File: src/rtl/lcd_scan_pkg.sv
package lcd_scan_pkg;

  // Static common scan direction.
  typedef enum logic {
    SCAN_FWD = 1'b0,
    SCAN_REV = 1'b1
  } scan_dir_e;

  // Display polarity applied at the segment latch.
  typedef enum logic {
    POL_NORMAL  = 1'b0,
    POL_INVERSE = 1'b1
  } pol_mode_e;

  // Width helper: larger of two widths.
  function automatic int unsigned max_w(input int unsigned a, input int unsigned b);
    return (a > b) ? a : b;
  endfunction

endpackage

File: src/rtl/lcd_start_line.sv
module lcd_start_line #(
  parameter int unsigned START_W = 8
) (
  input  logic               clk,
  input  logic               rst,
  input  logic               wr_en,
  input  logic [START_W-1:0] wr_val,
  input  logic               frame_edge,
  output logic [START_W-1:0] start_next
);

  logic [START_W-1:0] pending_q;
  logic [START_W-1:0] active_q;

  // Value in force for the line that begins at this edge.
  always_comb begin
    start_next = frame_edge ? pending_q : active_q;
  end

  always_ff @(posedge clk) begin
    if (rst) begin
      pending_q <= '0;
      active_q  <= '0;
    end else begin
      if (frame_edge) active_q <= pending_q;
      if (wr_en)      pending_q <= wr_val;
    end
  end

endmodule

File: src/rtl/lcd_line_counter.sv
module lcd_line_counter #(
  parameter int unsigned NUM_COMS = 88,
  localparam int unsigned CNT_W = (NUM_COMS > 1) ? $clog2(NUM_COMS) : 1
) (
  input  logic             clk,
  input  logic             rst,
  input  logic             frame_pol,
  input  logic             com_tick,
  output logic             frame_edge,
  output logic             step,
  output logic [CNT_W-1:0] cnt_next
);

  localparam logic [CNT_W-1:0] LAST = CNT_W'(NUM_COMS - 1);

  logic             pol_q;
  logic [CNT_W-1:0] cnt_q;
  logic             can_adv;

  always_comb begin
    frame_edge = (frame_pol != pol_q);
    can_adv    = com_tick && (cnt_q != LAST);
    step       = frame_edge || can_adv;
    if (frame_edge)   cnt_next = '0;
    else if (can_adv) cnt_next = cnt_q + CNT_W'(1);
    else              cnt_next = cnt_q;
  end

  always_ff @(posedge clk) begin
    if (rst) begin
      pol_q <= 1'b0;
      cnt_q <= '0;
    end else begin
      pol_q <= frame_pol;
      cnt_q <= cnt_next;
    end
  end

endmodule

File: src/rtl/lcd_row_map.sv
module lcd_row_map
  import lcd_scan_pkg::*;
#(
  parameter int unsigned NUM_COMS = 88,
  parameter int unsigned RAM_ROWS = 120,
  parameter int unsigned START_W  = 8,
  localparam int unsigned CNT_W  = (NUM_COMS > 1) ? $clog2(NUM_COMS) : 1,
  localparam int unsigned ADDR_W = (RAM_ROWS > 1) ? $clog2(RAM_ROWS) : 1
) (
  input  logic               clk,
  input  logic               rst,
  input  logic               step,
  input  logic [CNT_W-1:0]   cnt_next,
  input  logic [START_W-1:0] start_next,
  input  scan_dir_e          dir,
  output logic [ADDR_W-1:0]  row_addr,
  output logic [CNT_W-1:0]   com_idx,
  output logic               line_strobe
);

  localparam int unsigned SUM_W = max_w(START_W, CNT_W) + 1;
  localparam logic [CNT_W-1:0] LAST = CNT_W'(NUM_COMS - 1);

  logic [CNT_W-1:0]  idx_d;
  logic [SUM_W-1:0]  sum_d;
  logic [ADDR_W-1:0] addr_d;

  always_comb begin
    idx_d  = (dir == SCAN_REV) ? (LAST - cnt_next) : cnt_next;
    sum_d  = SUM_W'(start_next) + SUM_W'(idx_d);
    addr_d = ADDR_W'(sum_d % SUM_W'(RAM_ROWS));
  end

  always_ff @(posedge clk) begin
    if (rst) begin
      row_addr    <= '0;
      com_idx     <= '0;
      line_strobe <= 1'b0;
    end else begin
      line_strobe <= step;
      if (step) begin
        row_addr <= addr_d;
        com_idx  <= idx_d;
      end
    end
  end

endmodule

File: src/rtl/lcd_row_latch.sv
module lcd_row_latch
  import lcd_scan_pkg::*;
#(
  parameter int unsigned ROW_W = 132
) (
  input  logic             clk,
  input  logic             rst,
  input  logic             load,
  input  pol_mode_e        pol,
  input  logic [ROW_W-1:0] rdata,
  output logic [ROW_W-1:0] seg_q
);

  logic [ROW_W-1:0] pol_mask;

  // Replicate the polarity bit across the row.
  generate
    for (genvar b = 0; b < ROW_W; b++) begin : g_mask
      assign pol_mask[b] = (pol == POL_INVERSE);
    end
  endgenerate

  always_ff @(posedge clk) begin
    if (rst)       seg_q <= '0;
    else if (load) seg_q <= rdata ^ pol_mask;
  end

endmodule

File: src/rtl/lcd_row_scan.sv
module lcd_row_scan
  import lcd_scan_pkg::*;
#(
  parameter int unsigned ROW_W    = 132,
  parameter int unsigned RAM_ROWS = 120,
  parameter int unsigned NUM_COMS = 88,
  parameter int unsigned START_W  = 8,
  localparam int unsigned CNT_W  = (NUM_COMS > 1) ? $clog2(NUM_COMS) : 1,
  localparam int unsigned ADDR_W = (RAM_ROWS > 1) ? $clog2(RAM_ROWS) : 1
) (
  input  logic               clk,
  input  logic               rst,
  input  logic               start_we,
  input  logic [START_W-1:0] start_data,
  input  logic               frame_pol,
  input  logic               com_tick,
  input  logic               scan_rev,
  input  logic               inverse,
  output logic [ADDR_W-1:0]  row_addr,
  output logic [CNT_W-1:0]   com_idx,
  output logic               line_strobe,
  input  logic [ROW_W-1:0]   ram_rdata,
  output logic [ROW_W-1:0]   seg_data
);

  logic               frame_edge;
  logic               step;
  logic [CNT_W-1:0]   cnt_next;
  logic [START_W-1:0] start_next;
  scan_dir_e          dir;
  pol_mode_e          pol;

  assign dir = scan_dir_e'(scan_rev);
  assign pol = pol_mode_e'(inverse);

  lcd_line_counter #(.NUM_COMS(NUM_COMS)) u_cnt (
    .clk        (clk),
    .rst        (rst),
    .frame_pol  (frame_pol),
    .com_tick   (com_tick),
    .frame_edge (frame_edge),
    .step       (step),
    .cnt_next   (cnt_next)
  );

  lcd_start_line #(.START_W(START_W)) u_start (
    .clk        (clk),
    .rst        (rst),
    .wr_en      (start_we),
    .wr_val     (start_data),
    .frame_edge (frame_edge),
    .start_next (start_next)
  );

  lcd_row_map #(
    .NUM_COMS (NUM_COMS),
    .RAM_ROWS (RAM_ROWS),
    .START_W  (START_W)
  ) u_map (
    .clk         (clk),
    .rst         (rst),
    .step        (step),
    .cnt_next    (cnt_next),
    .start_next  (start_next),
    .dir         (dir),
    .row_addr    (row_addr),
    .com_idx     (com_idx),
    .line_strobe (line_strobe)
  );

  lcd_row_latch #(.ROW_W(ROW_W)) u_latch (
    .clk   (clk),
    .rst   (rst),
    .load  (line_strobe),
    .pol   (pol),
    .rdata (ram_rdata),
    .seg_q (seg_data)
  );

endmodule

File: config.mk
export PLATFORM = sky130hd
export DESIGN_NAME = lcd_row_scan
export DESIGN_NICKNAME = d
export VERILOG_FILES = /design/src/rtl/lcd_scan_pkg.sv /design/src/rtl/lcd_start_line.sv /design/src/rtl/lcd_line_counter.sv /design/src/rtl/lcd_row_map.sv /design/src/rtl/lcd_row_latch.sv /design/src/rtl/lcd_row_scan.sv
export SDC_FILE = /design/constraint.sdc
export NUM_CORES = 1
export LEC_CHECK = 0
export BUFFER_PORTS_ARGS = -buffer_cell sky130_fd_sc_hd__buf_2
export CAP_MARGIN = 10
export CORE_ASPECT_RATIO = 1.5
export CORE_MARGIN = 8
export CORE_UTILIZATION = 40
export CTS_BUF_LIST = sky130_fd_sc_hd__clkbuf_16
export DETAILED_ROUTE_END_ITERATION = 7
export PLACE_DENSITY = 0.67
export REMOVE_ABC_BUFFERS = 1
export SLEW_MARGIN = 20
export SYNTH_ARGS = -nofsm -noshare
export SYNTH_HDL_FRONTEND = slang
export SYNTH_SLANG_ARGS = --single-unit
File: constraint.sdc
create_clock -name clk -period 9.5 [get_ports clk]
set_clock_uncertainty 0.15 [all_clocks]
set_input_delay 0.475 -clock clk [delete_from_list [all_inputs] [get_ports clk]]
set_output_delay 0.475 -clock clk [all_outputs]
set_load 0.01 [all_outputs]
==> Word level (Yosys, flattened, before mapping) <==
Index checks and enable logic that the tools add are counted.
{ "op_classes": {"n_bitwise": 1, "div": 1, "n_reduce_logical": 2, "addsub": 3, "muxes": 4, "n_eq_ne": 2} }
{ "ops": {"columns": ["op", "count"], "rows": [
  ["$xor A132 B132 Y132", 1],
  ["$mux W7", 3],
  ["$add A8 B7 Y9", 1],
  ["$mod A9 B7 Y9 const B", 1],
  ["$mux W8", 1],
  ["$add A7 B1 Y7 const B", 1],
  ["$ne A7 B7 Y1 const B", 1],
  ["$sub A7 B7 Y7 const A", 1],
  ["$logic_and A1 B1 Y1", 1],
  ["$logic_or A1 B1 Y1", 1],
  ["$ne A1 B1 Y1", 1]
]} }
{ "totals": {"elab_cells": 21, "ff_bits": 171, "inputBits": 147, "output_inout_bits": 147} }

==> Logic depth before layout (Yosys ltp) <==
Gate-level depths: netlist of run 1.
{ "depth": {"depth_word": 8, "ltp_mapped": 20, "mapped_depth_nobuf": 19} }

==> By module <==
From an unflattened synthesis of run 1, not the netlist that was laid out.
{ "unflattened": {"cells_unflattened": 834, "area_unflattened_um2": 7960.1} }
{ "modules_own_cells": {"columns": ["module", "cells_per_inst", "seq_area_each_um2", "area_per_inst_um2", "instances"], "rows": [
  ["lcd_row_latch", 587, 2642.5, 5639.2, 1],
  ["lcd_row_map", 140, 300.3, 1198.6, 1],
  ["lcd_start_line", 51, 320.3, 629.4, 1],
  ["lcd_line_counter", 56, 160.2, 493.0, 1]
]} }

==> Least setup slack after synthesis of run 1 <==
No wires, ideal clock.
{ "synth_path": {"kind": "flip-flop to flip-flop", "start": "reg u_cnt.cnt_q[0]", "end": "reg u_map.row_addr[6]", "path_buffers": 1, "path_slack_ns": 5.168, "arrival_time_ns": 4.105, "required_time_ns": 9.273, "period_less_slack_ns": 4.332, "setup_time_ns": 0.077, "path_stages_with_launch": 20, "cell_sequence": "dfxtp_1 > ha_1 > nand2_1 > o41a_1 > nand4_1 > xor2_1 > nor2_1 > ha_1 > mux2i_1 > ha_1 > clkbuf_1 > o21ai_0 > a21oi_1 > nand3_1 > mux2i_1 > or3_1 > o31ai_1 > a211o_1 > or3_1 > a41oi_2"} }
{ "synth_via": {"elab_chain_cells": 8, "word_cells_on_any_way": 10, "classes_between": "3 x add/sub; 1 x div; 1 x eq/ne; 3 x mux; 2 x reduce/logical"} }
{ "synth_lines": {"columns": ["element", "line", "rtl"], "rows": [
  ["from (decl)", "lcd_line_counter.sv:17", "logic [CNT_W-1:0] cnt_q;"],
  ["from (signal assigned)", "lcd_line_counter.sv:35", "cnt_q <= cnt_next;"],
  ["branches (longest 2 deep; another with $add A7 B1 Y7)", null, null],
  ["$mux W7 (*)", "lcd_line_counter.sv:25", "else if (can_adv) cnt_next = cnt_q + CNT_W'(1);"],
  ["$mux W7 (*)", "lcd_line_counter.sv:24", "if (frame_edge) cnt_next = '0;"],
  ["via cnt_next[3]", "lcd_row_scan.sv:28", "logic [CNT_W-1:0] cnt_next;"],
  ["$sub A7 B7 Y7 (*)", "lcd_row_map.sv:29", "idx_d = (dir == SCAN_REV) ? (LAST - cnt_next) : cnt_next;"],
  ["$mux W7 (*)", "lcd_row_map.sv:29", null],
  ["via u_map.idx_d[4]", "lcd_row_map.sv:24", "logic [CNT_W-1:0] idx_d;"],
  ["$add A8 B7 Y9 (*)", "lcd_row_map.sv:30", "sum_d = SUM_W'(start_next) + SUM_W'(idx_d);"],
  ["$mod A9 B7 Y9 (*)", "lcd_row_map.sv:31", "addr_d = ADDR_W'(sum_d % SUM_W'(RAM_ROWS));"],
  ["to (signal assigned)", "lcd_row_map.sv:42", "row_addr <= addr_d;"],
  ["to (decl)", "lcd_row_map.sv:16", "output logic [ADDR_W-1:0] row_addr,"]
]} }
Mark *: on every way through the listed nets, which the timed path passes.
A chain may end at the register's enable or synchronous reset.

==> Worst setup path after layout of run 1 <==
{ "layout_path": {"start": "reg u_cnt.cnt_q[0]", "end": "reg u_map.row_addr[6]"} }
{ "layout_via": {"elab_chain_cells": 8, "word_cells_on_any_way": 10, "classes_between": "3 x add/sub; 1 x div; 1 x eq/ne; 3 x mux; 2 x reduce/logical"} }
{ "layout_lines": {"columns": ["element", "line"], "rows": [
  ["branches (longest 2 deep; another with $add A7 B1 Y7)", null],
  ["$mux W7 (*)", "lcd_line_counter.sv:25"],
  ["$mux W7 (*)", "lcd_line_counter.sv:24"],
  ["$sub A7 B7 Y7", "lcd_row_map.sv:29"],
  ["$mux W7 (*)", "lcd_row_map.sv:29"],
  ["via u_map.idx_d[1]", "lcd_row_map.sv:24"],
  ["$add A8 B7 Y9 (*)", "lcd_row_map.sv:30"],
  ["$mod A9 B7 Y9 (*)", "lcd_row_map.sv:31"]
]} }
Marks and branches as above.

==> results of run 1 <==
[worst max-delay path: stages (launching register included)]
cell and delay, ns:
sky130_fd_sc_hd__dfxtp_1 0.43, sky130_fd_sc_hd__ha_1 0.21, sky130_fd_sc_hd__nand2_1 0.09, sky130_fd_sc_hd__o41ai_1 0.69
sky130_fd_sc_hd__mux2i_1 0.30, sky130_fd_sc_hd__nor2_1 0.07, sky130_fd_sc_hd__xnor2_1 0.29, sky130_fd_sc_hd__inv_1 0.09
sky130_fd_sc_hd__ha_1 0.29, sky130_fd_sc_hd__a211oi_1 0.24, sky130_fd_sc_hd__nor2_1 0.16, sky130_fd_sc_hd__o31ai_1 0.46
sky130_fd_sc_hd__nand2_1 0.14, sky130_fd_sc_hd__o21ai_1 0.11, sky130_fd_sc_hd__o31ai_1 0.10, sky130_fd_sc_hd__a211o_1 0.35
sky130_fd_sc_hd__or3_1 0.38, sky130_fd_sc_hd__a41oi_2 0.18
[worst paths after layout]
check,start,to,slack (ns),cells after the start
hold reg to reg,u_map.com_idx[3],u_map.com_idx[3],0.31,2
setup reg to reg,u_cnt.cnt_q[0],u_map.row_addr[6],4.69,17
hold / removal,start_data[5],u_start.pending_q[5],0.13,3
setup / recovery,u_cnt.cnt_q[0],u_map.row_addr[6],4.69,17
[Yosys cell counts, drive strengths merged, types with 2 or more instances]
library cell	count	area, µm²
or3	3	18.77
ha	9	112.6
nand4	6	37.54
and3	2	12.51
nand2b	4	25.02
buf	14	52.55
dfxtp	171	3423
o2111ai	4	35.03
nand3b	3	22.52
xnor3	2	45.04
clkbuf	57	214.0
o211ai	8	60.06
o31ai	4	30.03
inv	9	33.78
o21ai	8	43.79
a21oi	16	80.08
mux2i	15	162.7
and2	2	12.51
a211oi	139	1044
nor2	172	645.6
xor2	4	35.03
o21a	3	22.52
nor3	11	55.05
nand3	10	50.05
a21o	2	15.01
nor3b	2	15.01
nand2	44	167.7
a211o	3	26.28
xnor2	143	1260
[stage by stage]
stage | util | hold slack (ns)
after floorplan | - | 0.2834
after global placement | 0.4847 | 0.2908
after detailed placement | 0.4847 | 0.2979
after CTS | 0.5098 | 0.1102
after global routing | 0.5112 | 0.1257
final | 0.5112 | 0.1340
[registers in the layout, indices dropped and copies added (netlist names)]
name / count
u_start.active_q: 8
u_cnt.pol_q: 1
u_start.pending_q: 8
u_map.row_addr: 7
u_cnt.cnt_q: 7
u_latch.seg_q: 132
u_map.com_idx: 7
u_map.line_strobe: 1
[area by class of cell]
type | instances | area share
multi-input combinational | 634 | 0.4178
sequential | 171 | 0.3416
timing repair buffer | 302 | 0.1558
clock buffer | 17 | 0.04240
tap | 260 | 0.03242
clock inverter | 14 | 0.006734
inverter | 9 | 0.003367
[placed cells by master, fill, tap and decap left out, types with 2 or more instances in the layout]
master / instances
sky130_fd_sc_hd__o2111ai_1: 4
sky130_fd_sc_hd__buf_2: 291
sky130_fd_sc_hd__xnor2_1: 142
sky130_fd_sc_hd__o21ai_0: 6
sky130_fd_sc_hd__mux2i_1: 14
sky130_fd_sc_hd__clkinv_2: 5
sky130_fd_sc_hd__o31ai_1: 4
sky130_fd_sc_hd__clkbuf_16: 17
sky130_fd_sc_hd__dfxtp_1: 170
sky130_fd_sc_hd__o21a_1: 3
sky130_fd_sc_hd__o211ai_1: 8
sky130_fd_sc_hd__a21oi_1: 16
sky130_fd_sc_hd__ha_1: 9
sky130_fd_sc_hd__nor2_1: 172
sky130_fd_sc_hd__buf_4: 9
sky130_fd_sc_hd__xor2_1: 4
sky130_fd_sc_hd__clkinv_1: 4
sky130_fd_sc_hd__and2_1: 2
sky130_fd_sc_hd__nand2b_1: 4
sky130_fd_sc_hd__nor3_1: 11
sky130_fd_sc_hd__nand3_1: 10
sky130_fd_sc_hd__a21o_1: 2
sky130_fd_sc_hd__nor3b_1: 2
sky130_fd_sc_hd__and3_1: 2
sky130_fd_sc_hd__inv_1: 12
sky130_fd_sc_hd__a211o_1: 3
sky130_fd_sc_hd__nand4_1: 6
sky130_fd_sc_hd__nand2_1: 43
sky130_fd_sc_hd__a211oi_1: 139
sky130_fd_sc_hd__xnor3_1: 2
sky130_fd_sc_hd__or3_1: 3
sky130_fd_sc_hd__nand3b_1: 3
[cells by family after synthesis]
family,Yosys count
compound gates,195
xor+xnor,149
fa+ha+maj,10
buf+inv,80
flops,171
mux,16
simple gates,264
[routing by layer]
| metal | vias up | global-route usage | routed length (µm) |
|---|---|---|---|
| met4 | 4 | 0.08736 | 688 |
| met5 | - | 0 | 22 |
| met1 | 3193 | 0.1988 | 8659 |
| met3 | 43 | 0.06310 | 1543 |
| met2 | 203 | 0.3322 | 12490 |
| li1 | 3574 | - | - |
[power by group]
group	switching [mW]	internal (mW)
Combinational	0.202	0.159
Clock	0.278	0.323
Sequential	0.0333	0.779
==> results_tabular.tex, run 1 <==
\begin{tabular}{lr}
\hline
Metric & Value \\
\hline
\multicolumn{2}{l}{\textbf{Drt}} \\
First-pass iteration count of the detailed router & 4 \\
Routed Wire Length & 23.40 mm \\
Number of vias per cell after detailed routing & 4.987 \\
Final ANT Viol Nets & 0 \\
Average wire length per cell after detail routing & 16.63 µm \\
Routed vias & 7017 \\
Detailed router's first-iteration violation count & 364 \\
Final routed DRC violation total & 0 \\
\multicolumn{2}{l}{\textbf{Power and ir drop}} \\
Power consumption & 1.775 mW \\
Maximum ir drop on the vdd rail & 116.0 µV \\
PD cells & 176.9 mW/mm² \\
Leakage & 4.355 nW \\
\multicolumn{2}{l}{\textbf{Final layout}} \\
Layout cells sized above 1 & 0.2938 \\
Antenna Diode Count & 0 \\
FILL cells & 1861 \\
Register Area & 0.003427 mm² \\
Number of non-filler instances in the completed layout & 1407 \\
Nets@finish & 1292 \\
Finished layout cell area & 0.01003 mm² \\
Synthesis-to-finish area growth & 26.76\% \\
Area occupied by multi-input gates & 0.004192 mm² \\
\multicolumn{2}{l}{\textbf{Die}} \\
Die Footprint & 0.02464 mm² \\
Total number of placement rows & 63 \\
Area of the placeable core & 0.01963 mm² \\
Die X & 130.9 µm \\
I/O pin count & 294 \\
Chip Height & 188.3 µm \\
Starting density of the core & 0.4033 \\
\multicolumn{2}{l}{\textbf{STA}} \\
Fin. Hold Viols & 0 \\
Setup violators final & 0 \\
Slew Viols, Final & 0 \\
Slew Limit Headroom & 0.2913 \\
Transition time of the tightest slew-check pin & 1.063 ns \\
Final-layout setup total negative slack & 0 ns \\
Final cycle utilization of the critical path & 0.5065 \\
RSZ-0062 raised after global routing & no \\
Max frequency & 207.8 MHz \\
Final critical path time including I/O delays and setup & 4.812 ns \\
Smallest setup slack after layout & 4.688 ns \\
\multicolumn{2}{l}{\textbf{Yosys}} \\
Average cell area after synthesis & 8.944 µm² \\
Asr flop ratio synth & 0 \\
Sequential cell area fraction in the yosys report & 0.4325 \\
Post-synthesis share of cell area spent on and, or, nand and nor gates & 0.1396 \\
Flip-flop cell with the highest count after synthesis & sky130\_fd\_sc\_hd\_\_dfxtp\_1 \\
Synthesized-area fraction occupied by adder cells & 0.01676 \\
Unique cell type count in the Yosys netlist & 49 \\
Post-Synth XOR/XNOR Area & 0.1693 \\
Combinational family with the most area after synthesis & compound AO/OA/AOI/OAI gates \\
Gate count of the mapped netlist & 885 \\
Netlist Area Pre-Place & 0.007915 mm² \\
Flops \& latches, synth & 171 \\
Yosys warns & 0 \\
Multiplexer fraction of the synthesized cell area & 0.02197 \\
EDFF count, synth & 0 \\
Synth Area in Compound Gates & 0.1819 \\
\multicolumn{2}{l}{\textbf{Critical path}} \\
Data required time at the worst endpoint & 9.70 ns \\
Data arrival time of the worst path & 5.01 ns \\
Start-to-end type of the worst setup path & reg -> reg \\
Highest fanout seen on the critical path & 7 \\
Kind of start point of the critical path & flip-flop \\
Nature of the critical path endpoint & flip-flop \\
\multicolumn{2}{l}{\textbf{Clocking}} \\
Worst skew pair latency & 0.42 ns \\
Number of H-tree branching levels & 4 \\
Quantity of gates resized following cts & 0 \\
\# hold bufs at CTS & 0 \\
Number of buffers between clock root and the deepest sink & 2 \\
TritonCTS Buffers & 17 \\
CTS clk-pin slew, worst paths & 0.06 ns \\
Postcts setup bufs & 0 \\
Buffer cell driving the clock tree root & sky130\_fd\_sc\_hd\_\_clkbuf\_16 \\
TritonCTS clock tree & built \\
Number of clock sinks & 171 \\
\multicolumn{2}{l}{\textbf{Placed design}} \\
Number of cells in the design after placement & 1375 \\
Dpl cell area & 0.009513 mm² \\
Pre-CTS setup slack & 4.769 ns \\
Gp weighted congestion & 0.8474 \\
Detailed placer's ending HPWL & 17.11 mm \\
Number of buffers inserted by port buffering & 293 \\
\multicolumn{2}{l}{\textbf{Global routing}} \\
Vias in the first global route & 6882 \\
Largest net degree at the start of global routing & 111 \\
Overall track demand over capacity in global routing & 0.1899 \\
Antenna violations before repair & 2 \\
Remaining Overflow, GRT & 0 \\
Global-route wire length before repair & 36.42 mm \\
\multicolumn{2}{l}{\textbf{Run status}} \\
Result of the run & completed \\
\multicolumn{2}{l}{\textbf{Job}} \\
Max-capacitance violation count & 0 \\
\multicolumn{2}{l}{\textbf{Worst hold path}} \\
Worst hold path class & in -> reg \\
\hline
\end{tabular}
No activity file was read; power rests on OpenSTA's default activity.
==> inputs of run 2 (changes only) <==
==> constraint.sdc (replaced) <==
create_clock -name clk -period 4.9 [get_ports clk]
set_clock_uncertainty 0.15 [all_clocks]
set_input_delay 0.245 -clock clk [delete_from_list [all_inputs] [get_ports clk]]
set_output_delay 0.245 -clock clk [all_outputs]
set_load 0.01 [all_outputs]
==> run 2 against run 1 <==
  * Sequential power up 96%
  * Critical path depth is 1 higher
  * Sequential share of layout area down 4.5 points
  * Routed wire length increased by 10%
  * Via count grew 10%
  * Total power up 110%
  * Critical path type unchanged
==> results_tabular.tex, run 2 (synthesis results as in run 1) <==
\begin{tabular}{lr}
\hline
Metric & Value \\
\hline
\multicolumn{2}{l}{\textbf{Final layout}} \\
Number of flip-flops under the largest register name & 132 (unchanged) \\
Nets@finish & 1433 (was 1292) \\
Area occupied by multi-input gates & 0.004225 mm² (was 0.004192 mm²) \\
Number of non-filler instances in the completed layout & 1549 (was 1407) \\
Synthesis-to-finish area growth & 45.83\% (was 26.76\%) \\
Layout cells sized above 1 & 0.2727 (was 0.2938) \\
Register Area & 0.003427 mm² (unchanged) \\
Largest registers & u\_latch.seg\_q (132), u\_start.active\_q (8), u\_start.pending\_q (8) (unchanged) \\
Reg with most FFs & u\_latch.seg\_q (unchanged) \\
Most common cell after layout, fill and taps aside & sky130\_fd\_sc\_hd\_\_buf\_2 (unchanged) \\
FILL cells & 1637 (was 1861) \\
Most frequent cells in the layout & 291 x sky130\_fd\_sc\_hd\_\_buf\_2, 171 x sky130\_fd\_sc\_hd\_\_nor2\_1, 170 x sky130\_fd\_sc\_hd\_\_dfxtp\_1, 141 x sky130\_fd\_sc\_hd\_\_xnor2\_1, 139 x sky130\_fd\_sc\_hd\_\_a211oi\_1 (was 291 x sky130\_fd\_sc\_hd\_\_buf\_2, 172 x sky130\_fd\_sc\_hd\_\_nor2\_1, 170 x sky130\_fd\_sc\_hd\_\_dfxtp\_1, 142 x sky130\_fd\_sc\_hd\_\_xnor2\_1, 139 x sky130\_fd\_sc\_hd\_\_a211oi\_1) \\
\multicolumn{2}{l}{\textbf{Global routing}} \\
Largest net degree at the start of global routing & 117 (was 111) \\
Global-route wire length before repair & 41.28 mm (was 36.42 mm) \\
Overall track demand over capacity in global routing & 0.2096 (was 0.1899) \\
Vias in the first global route & 7955 (was 6882) \\
Remaining Overflow, GRT & 0 (unchanged) \\
Gr busiest metal & met2 (unchanged) \\
Global Route met1 Usage & 0.2220 (was 0.1988) \\
Met3 routing resource usage after global routing & 0.05037 (was 0.06310) \\
Met2 demand-to-capacity share in global routing & 0.3740 (was 0.3322) \\
Antenna violations before repair & 3 (was 2) \\
\multicolumn{2}{l}{\textbf{Clocking}} \\
TritonCTS clock tree & built (unchanged) \\
Number of buffers between clock root and the deepest sink & 2 (unchanged) \\
Number of H-tree branching levels & 4 (unchanged) \\
CTS clk-pin slew, worst paths & 0.07 ns (was 0.06 ns) \\
TritonCTS Buffers & 17 (unchanged) \\
Number of clock sinks & 171 (unchanged) \\
Buffer cell driving the clock tree root & sky130\_fd\_sc\_hd\_\_clkbuf\_16 (unchanged) \\
Worst skew pair latency & 0.42 ns (about the same) \\
\multicolumn{2}{l}{\textbf{STA}} \\
Slew Limit Headroom & 0.3374 (was 0.2913) \\
Final critical path time including I/O delays and setup & 4.617 ns (was 4.812 ns) \\
Slew Viols, Final & 0 (unchanged) \\
Transition time of the tightest slew-check pin & 0.9939 ns (was 1.063 ns) \\
Max frequency & 216.6 MHz (was 207.8 MHz) \\
Final cycle utilization of the critical path & 0.9422 (was 0.5065) \\
Setup violators final & 0 (unchanged) \\
Smallest setup slack after layout & 0.2832 ns (was 4.688 ns) \\
Fin. Hold Viols & 0 (unchanged) \\
\multicolumn{2}{l}{\textbf{Placed design}} \\
Number of buffers inserted by port buffering & 293 (unchanged) \\
Pre-CTS setup slack & 0.2376 ns (was 4.769 ns) \\
Gp weighted congestion & 0.8563 (was 0.8474) \\
Detailed placer's ending HPWL & 17.31 mm (was 17.11 mm) \\
Number of cells in the design after placement & 1379 (was 1375) \\
\multicolumn{2}{l}{\textbf{Critical path}} \\
Nature of the critical path endpoint & flip-flop (unchanged) \\
Start-to-end type of the worst setup path & reg -> reg (unchanged) \\
Highest fanout seen on the critical path & 7 (unchanged) \\
Data required time at the worst endpoint & 5.09 ns (was 9.70 ns) \\
Kind of start point of the critical path & flip-flop (unchanged) \\
Data arrival time of the worst path & 4.81 ns (was 5.01 ns) \\
\multicolumn{2}{l}{\textbf{Drt}} \\
First-pass iteration count of the detailed router & 4 (unchanged) \\
Final routed DRC violation total & 0 (unchanged) \\
Average wire length per cell after detail routing & 16.65 µm (was 16.63 µm) \\
Routed Wire Length & 25.80 mm (was 23.40 mm) \\
Detailed router's first-iteration violation count & 397 (was 364) \\
Number of vias per cell after detailed routing & 5.001 (was 4.987) \\
Final ANT Viol Nets & 0 (unchanged) \\
Routed vias & 7746 (was 7017) \\
\multicolumn{2}{l}{\textbf{Run status}} \\
Result of the run & completed (unchanged) \\
\multicolumn{2}{l}{\textbf{Die}} \\
Die Footprint & 0.02464 mm² (unchanged) \\
I/O pin count & 294 (unchanged) \\
Die X & 130.9 µm (unchanged) \\
Starting density of the core & 0.4033 (unchanged) \\
Area of the placeable core & 0.01963 mm² (unchanged) \\
Chip Height & 188.3 µm (unchanged) \\
Total number of placement rows & 63 (unchanged) \\
\multicolumn{2}{l}{\textbf{Worst hold path}} \\
Worst hold path class & in -> reg (unchanged) \\
\multicolumn{2}{l}{\textbf{Power and ir drop}} \\
PD cells & 320.6 mW/mm² (was 176.9 mW/mm²) \\
Maximum ir drop on the vdd rail & 184.5 µV (was 116.0 µV) \\
Leakage & 4.961 nW (was 4.355 nW) \\
\multicolumn{2}{l}{\textbf{Job}} \\
Max-capacitance violation count & 0 (unchanged) \\
\hline
\end{tabular}
[run 2: changes by cell type in the layout (fill, tap and decap cells not counted), sizes merged]
cell,delta
buf,+3
bufinv,+1
clkbuf,+1
clkinv,-7
clkinvlp,+2
diode,+2
dlygate4sd3,+138
inv,+2
[run 2: cell type report]
| class | instances | area share |
|---|---|---|
| Multi-Input combinational cell | 634 | 0.3661 |
| Sequential cell | 171 | 0.2969 |
| Timing Repair Buffer | 443 | 0.2564 |
| Clock buffer | 18 | 0.03902 |
| Tap cell | 260 | 0.02818 |
| Clock inverter | 12 | 0.01008 |
| Inverter | 9 | 0.002927 |
| Antenna cell | 2 | 0.0004336 |
[run 2: timing repair]
action                                  in CTS  in global routing
hold endpoints to repair                   137                  1
endpoints found under the setup margin       0                  4
hold buffers                               137                  1
buffers inserted                             0                  0
resized for setup                            0                  9
[run 2: report_power, final]
| part | internal (mW) | switching [mW] |
|---|---|---|
| clock network | 0.732 | 0.586 |
| logic | 0.381 | 0.414 |
| registers | 1.51 | 0.0779 |
[run 2: worst paths after layout]
path,from,to,slack (ns),depth (start not counted)
max,u_cnt.cnt_q[0],u_map.row_addr[6],0.28,18
min reg2reg,u_start.active_q[4],u_start.active_q[4],0.31,2
min,ram_rdata[57],u_latch.seg_q[57],0.01,3
max reg2reg,u_cnt.cnt_q[0],u_map.row_addr[6],0.28,18
[run 2: metal layers]
layer | wire length (µm) | vias to the layer above
met4 | 1042 | 4
met1 | 9419 | 3576
li1 | - | 3853
met5 | 16 | -
met3 | 1409 | 63
met2 | 13910 | 250
[run 2: through the flow]
stage	setup TNS [ns]	util	power (mW)	area, µm²	hold WS, ns
2_1_floorplan	-54.23	-	2.005	7649	0.1641
3_3_place_gp	0	0.4868	2.299	9555	0.2902
3_5_place_dp	0	0.4868	2.310	9555	0.2995
4_1_cts	0	0.5856	3.724	11490	0.0009983
5_1_grt	-0.07160	0.5879	3.870	11540	0.01315
6_report	0	0.5881	3.700	11540	0.01126
[run 2: worst max-delay path, cell delays in order (launching register included)]
cell	delay, ns
sky130_fd_sc_hd__dfxtp_1	0.44
sky130_fd_sc_hd__ha_1	0.21
sky130_fd_sc_hd__nand2_1	0.09
sky130_fd_sc_hd__o41a_1	0.46
sky130_fd_sc_hd__nand4_1	0.14
sky130_fd_sc_hd__xor2_1	0.22
sky130_fd_sc_hd__nor2_2	0.09
sky130_fd_sc_hd__ha_1	0.27
sky130_fd_sc_hd__mux2i_1	0.19
sky130_fd_sc_hd__ha_2	0.36
sky130_fd_sc_hd__o21ai_0	0.18
sky130_fd_sc_hd__a211oi_1	0.12
sky130_fd_sc_hd__o2111ai_1	0.13
sky130_fd_sc_hd__o2111a_1	0.29
sky130_fd_sc_hd__nand3_1	0.15
sky130_fd_sc_hd__and3_1	0.24
sky130_fd_sc_hd__a211o_1	0.28
sky130_fd_sc_hd__or3_1	0.38
sky130_fd_sc_hd__a41oi_2	0.17
